### config.mk
export PLATFORM = sky130hd
export DESIGN_NAME = chip_select_decoder
export DESIGN_NICKNAME = d
export VERILOG_FILES = /design/src/rtl/csdec_pkg.sv /design/src/rtl/csdec_addr_decode.sv /design/src/rtl/csdec_timing.sv /design/src/rtl/chip_select_decoder.sv
export SDC_FILE = /design/constraint.sdc
export NUM_CORES = 1
export LEC_CHECK = 0
export BUFFER_PORTS_ARGS = -buffer_cell sky130_fd_sc_hd__clkbuf_2
export CAP_MARGIN = 20
export CORE_AREA = 5 5 42 44
export CTS_CLUSTER_DIAMETER = 150
export DETAILED_ROUTE_END_ITERATION = 7
export DIE_AREA = 0 0 47 49
export GPL_TIMING_DRIVEN = 0
export PLACE_DENSITY_LB_ADDON = 0.12
export SYNTH_ARGS = -nofsm -noshare
export SYNTH_HDL_FRONTEND = slang
export SYNTH_SLANG_ARGS = --single-unit
### constraint.sdc
create_clock -name clk -period 0.8 [get_ports clk]
set_input_delay 0.04 -clock clk [delete_from_list [all_inputs] [get_ports clk]]
set_output_delay 0.04 -clock clk [all_outputs]
set_load 0.005 [all_outputs]
### src/rtl/csdec_pkg.sv
`timescale 1ns/1ps
package csdec_pkg;

    typedef enum logic [1:0] {
        PH_S0 = 2'd0,
        PH_S1 = 2'd1,
        PH_S2 = 2'd2,
        PH_S3 = 2'd3
    } bus_phase_e;

    typedef enum logic [1:0] {
        RGN_NONE  = 2'd0,
        RGN_FLASH = 2'd1,
        RGN_EXT   = 2'd2
    } region_e;

    typedef struct packed {
        logic expanded;
        logic sel_en;
        logic flash_en;
        logic fixed_hi;
    } map_cfg_t;

    localparam int NUM_CS = 2;
    localparam int CS_EMU = 0;
    localparam int CS_EXT = 1;

    // A select may be low outside S0, or in S0 when stretched with a free-running clock.
    function automatic logic cs_window_open(bus_phase_e ph, logic stretch, logic eclk_free);
        return (ph != PH_S0) || (stretch && eclk_free);
    endfunction

    function automatic region_e region_for_channel(int ch);
        return (ch == CS_EMU) ? RGN_FLASH : RGN_EXT;
    endfunction

endpackage

### src/rtl/csdec_addr_decode.sv
`timescale 1ns/1ps
module csdec_addr_decode
    import csdec_pkg::*;
#(
    parameter int ADDR_W     = 16,
    parameter int REG_BASE_W = 5,
    parameter int REG_BLK_W  = 10
) (
    input  logic [ADDR_W-1:0]     addr,
    input  logic [REG_BASE_W-1:0] reg_base,
    input  map_cfg_t              cfg,
    output region_e               region
);
    localparam int TAG_W = ADDR_W - REG_BLK_W;

    logic [TAG_W-1:0] base_tag;
    logic [1:0]       quadrant;
    logic             reg_hit;
    logic             flash_hit;

    assign base_tag = TAG_W'(reg_base);
    assign quadrant = addr[ADDR_W-1 -: 2];
    assign reg_hit  = (addr[ADDR_W-1 -: TAG_W] == base_tag);

    always_comb begin
        flash_hit = 1'b0;
        if (cfg.flash_en) begin
            flash_hit = quadrant[1] || ((quadrant == 2'b01) && cfg.fixed_hi);
        end
    end

    always_comb begin
        if (reg_hit)        region = RGN_NONE;
        else if (flash_hit) region = RGN_FLASH;
        else                region = RGN_EXT;
    end

endmodule

### src/rtl/csdec_timing.sv
`timescale 1ns/1ps
module csdec_timing
    import csdec_pkg::*;
(
    input  logic              clk,
    input  logic              rst,
    input  region_e           region,
    input  map_cfg_t          cfg,
    input  bus_phase_e        phase,
    input  logic              stretch,
    input  logic              eclk_free,
    input  logic              free_cycle,
    output logic [NUM_CS-1:0] cs_n,
    output logic              noacc
);
    logic live;

    assign live = cfg.expanded && cfg.sel_en && cs_window_open(phase, stretch, eclk_free);

    for (genvar g = 0; g < NUM_CS; g++) begin : g_chan
        logic want;
        assign want = live && (region == region_for_channel(g));
        always_ff @(posedge clk) begin
            if (rst) cs_n[g] <= 1'b1;
            else     cs_n[g] <= ~want;
        end
    end

    always_ff @(posedge clk) begin
        if (rst) noacc <= 1'b0;
        else     noacc <= free_cycle;
    end

    assert_mutex_R7: assert property (@(posedge clk) disable iff (rst)
        !(cs_n[CS_EMU] == 1'b0 && cs_n[CS_EXT] == 1'b0));

    assert_disabled_R2: assert property (@(posedge clk) disable iff (rst)
        (!cfg.sel_en || !cfg.expanded) |=> (cs_n == '1));

    assert_s0_gap_R8: assert property (@(posedge clk) disable iff (rst)
        (phase == PH_S0 && !(stretch && eclk_free)) |=> (cs_n == '1));

    assert_noacc_R9: assert property (@(posedge clk) disable iff (rst)
        free_cycle |=> noacc);

    assert_noacc_clear_R9: assert property (@(posedge clk) disable iff (rst)
        !free_cycle |=> !noacc);

    assert_reg_block_R6: assert property (@(posedge clk) disable iff (rst)
        (region == RGN_NONE) |=> (cs_n == '1));

endmodule

### src/rtl/chip_select_decoder.sv
`timescale 1ns/1ps
module chip_select_decoder
    import csdec_pkg::*;
#(
    parameter int ADDR_W     = 16,
    parameter int REG_BASE_W = 5,
    parameter int REG_BLK_W  = 10
) (
    input  logic                  clk,
    input  logic                  rst,
    input  logic [ADDR_W-1:0]     bus_addr,
    input  logic                  expanded,
    input  logic                  cs_enable,
    input  logic                  flash_enable,
    input  logic                  fixed_flash_hi,
    input  logic [REG_BASE_W-1:0] reg_base,
    input  logic [1:0]            bus_phase,
    input  logic                  stretched,
    input  logic                  eclk_free_run,
    input  logic                  free_cycle,
    output logic                  emu_cs_n,
    output logic                  ext_cs_n,
    output logic                  no_access
);
    map_cfg_t          cfg;
    region_e           region;
    logic [NUM_CS-1:0] cs_n;

    assign cfg = '{expanded: expanded, sel_en: cs_enable,
                   flash_en: flash_enable, fixed_hi: fixed_flash_hi};

    csdec_addr_decode #(
        .ADDR_W(ADDR_W), .REG_BASE_W(REG_BASE_W), .REG_BLK_W(REG_BLK_W)
    ) u_decode (
        .addr(bus_addr), .reg_base(reg_base), .cfg(cfg), .region(region)
    );

    csdec_timing u_timing (
        .clk(clk), .rst(rst), .region(region), .cfg(cfg),
        .phase(bus_phase_e'(bus_phase)), .stretch(stretched),
        .eclk_free(eclk_free_run), .free_cycle(free_cycle),
        .cs_n(cs_n), .noacc(no_access)
    );

    assign emu_cs_n = cs_n[CS_EMU];
    assign ext_cs_n = cs_n[CS_EXT];

endmodule

==> flow_summary_export.csv <==
group,metric,value,unit
outcome,status,"finished clean",
final_layout,syn_to_final_growth,97.92,%
global_routing,antenna_found_initial,0,
power,p_per_area,1500,mW/mm2
final_layout,fin_area,356.6,um2
floorplanning,core,0.001401,mm2
power,pwr-share-clk,49.6,%
detailed_routing,vias,227,
synthesis,synth_area_per_cell,9.483,um2
power,finalPower,535.0,uW
cts,cts-root-buf,"clkbuf_4",
timing,tightest_slew,0.2519,ns
detailed_routing,wl_met1,189,um
final_layout,final_util,25.45,%
cts,cts_buffers,3,
floorplanning,start_util,12.86,%
min_path,holdPathStages,2,
detailed_routing,wl_per_cell,8.438,um
setup_path,cp_top_family,"flip-flops",
detailed_routing,dr_wl_met2,268,um
placement,gp_congestion,0.5514,
global_routing,grt.overflow.total,0,
synthesis,synth_warnings,0,
floorplanning,fp-row-count,14,
synthesis,ys_types,12,
setup_path,critical_path.endpoint_type,"output port",
min_path,hp-class,"primary input to flop",
setup_path,worstPathCellList,"clkbuf_2",
floorplanning,die-area,0.002303,mm2
synthesis,synth_top_area_share,33.33,%
floorplanning,ios,35,
cts,cts_setup_buffers,0,
detailed_routing,routed.top_layer,"met3",
cts,cts.path.max_buffers,2,
final_layout,final_cell_mix,"clkbuf_2, xnor2_1, clkbuf_4, dfxtp_1",
timing,period_minus_slack,0.6721,ns
detailed_routing,first_iter_violations,0,
synthesis,synth_seq_area_share,33.33,%
global_routing,grt_max_degree,3,
timing,rsz0062_at_grt,"no",
final_layout,finalNetCount,81,
detailed_routing,first_pass_iters,1,
final_layout,nFillCells,178,
synthesis,synth_cells,19,
global_routing,grt_pass1_wl,897,um
floorplanning,die_y,49,um
final_layout,final_common_cell,"clkbuf_2",
cts,cts_tree,"yes",
global_routing,grt_pass1_vias,250,
timing,max_freq,1488,MHz
detailed_routing,ant_nets,0,
setup_path,slowest_delay,0.30,ns
placement,io_buffers,24,
setup_path,critPathBufInv,1,
power,p_switching,118.5,uW
synthesis,synthTopCellsByArea,"dfxtp_1, xnor2_1, xnor2_2",
setup_path,crit_path_start_kind,"flop",
cts,cts-resized-gates,0,
detailed_routing,wl_met3,82,um
setup_path,worst-path-stages,1,
timing,tns,0,ns
cts,cts.sinks,3,
setup_path,critPathKind,"flop to output port",
flow_run,drv_cap,0,
setup_path,critical_path.max_fanout,1,
cts,clkTransAtPathRegs,0.04,ns
synthesis,synth_fp_nets,51,
synthesis,synth_top_area_cell,"dfxtp_1",
timing,report.final.slew_viol_count,0,
global_routing,grt_usage,5.485,%
timing,relSlewSlack,83.08,%
detailed_routing,wl,540,um
setup_path,critPathRequiredTime,0.76,ns
synthesis,synth.ff_latch_count,3,
power,p_leak,0.1792,nW
timing,hold_violations,0,
final_layout,drive_gt1_share,60.42,%
floorplanning,die_x,47,um
detailed_routing,via_per_inst,3.547,
timing,report.final.setup_viol,0,
final_layout,diodes,0,
detailed_routing,drc,0,
power,comb_power_share,21.1,%
power,ir_drop,0.2925,mV
power,p_seq_share,29.3,%
power,internal_power,416.5,uW
setup_path,arrival,0.63,ns
placement,placed_area,320.3,um2
cts,cts_max_level,1,
timing,fin_crit_sh,84.01,%
synthesis,syn_area,180.2,um2
setup_path,slowest_stage,"dfxtp_1",
power,sw_frac_of_total,22.14,%
## cell families (layout without fill, tap and decap cells)
| kind of cell | count (synthesis) | after routing | synth area share [%] |
|---|---|---|---|
| simple gates | 7 | 7 | 20.84 |
| xor+xnor | 5 | 5 | 28.47 |
| compound gates | 4 | 4 | 17.36 |
| flops | 3 | 3 | 33.33 |
| buf+inv | 0 | 29 | 0 |
## cells in the mapped netlist
master	instances
o211ai_1	2
xnor2_2	1
a21o_2	1
nand2b_1	1
and2_1	1
a211oi_1	1
nand4_1	1
nor3_1	1
nand2_1	2
xnor2_1	4
dfxtp_1	3
nor2b_1	1
## metrics by stage
stage,worst slack (ns),std cells,hold WS [ns]
after floorplan,0.2714,19,0.1116
after global routing,0.09161,64,0.02744
after detailed placement,0.06906,59,0.2205
after global placement,0.09194,59,0.2212
final,0.1279,64,0.02339
after CTS,0.1111,64,0.01826
## path summary, 6_finish.rpt
check                         from             end  slack (ns)
setup / recovery  u_timing.cs_n[1]        ext_cs_n        0.13
hold / removal          free_cycle  u_timing.noacc        0.02
## flip-flops by register name, indices dropped and copies added, names as in the netlist
signal / flops
u_timing.cs_n: 2
u_timing.noacc: 1
## timing repair
action | in CTS | in global routing
hold buffers | 1 | 0
endpoints found under the setup margin | 0 | 0
hold endpoints to repair | 1 | 0
## area by class of cell
cell class	instances	area, um2	area share (%)
Multi-Input combinational cell	16	120.1	33.68
Clock buffer	4	26.28	7.368
Sequential cell	3	60.06	16.84
Timing Repair Buffer	25	130.1	36.49
Tap cell	16	20.02	5.614
## layer usage
layer / vias to the layer above / track usage, %
li1: 124 / -
met1: 87 / 5.470
met2: 16 / 8.371
met3: 0 / 1.476
met4: 0 / 5.530
met5: - / 0
## power by group through the flow
| stage | Clock [mW] | Sequential (mW) | Combinational (mW) |
|---|---|---|---|
| CTS | 0.287 | 0.157 | 0.115 |
| finish | 0.265 | 0.157 | 0.113 |
| detailed placement | 0 | 0.159 | 0.111 |
| global placement | 0 | 0.159 | 0.109 |
| global route | 0.291 | 0.157 | 0.129 |
| floorplan | 0 | 0.160 | 0.0446 |
(Power assumes the default switching activity.)
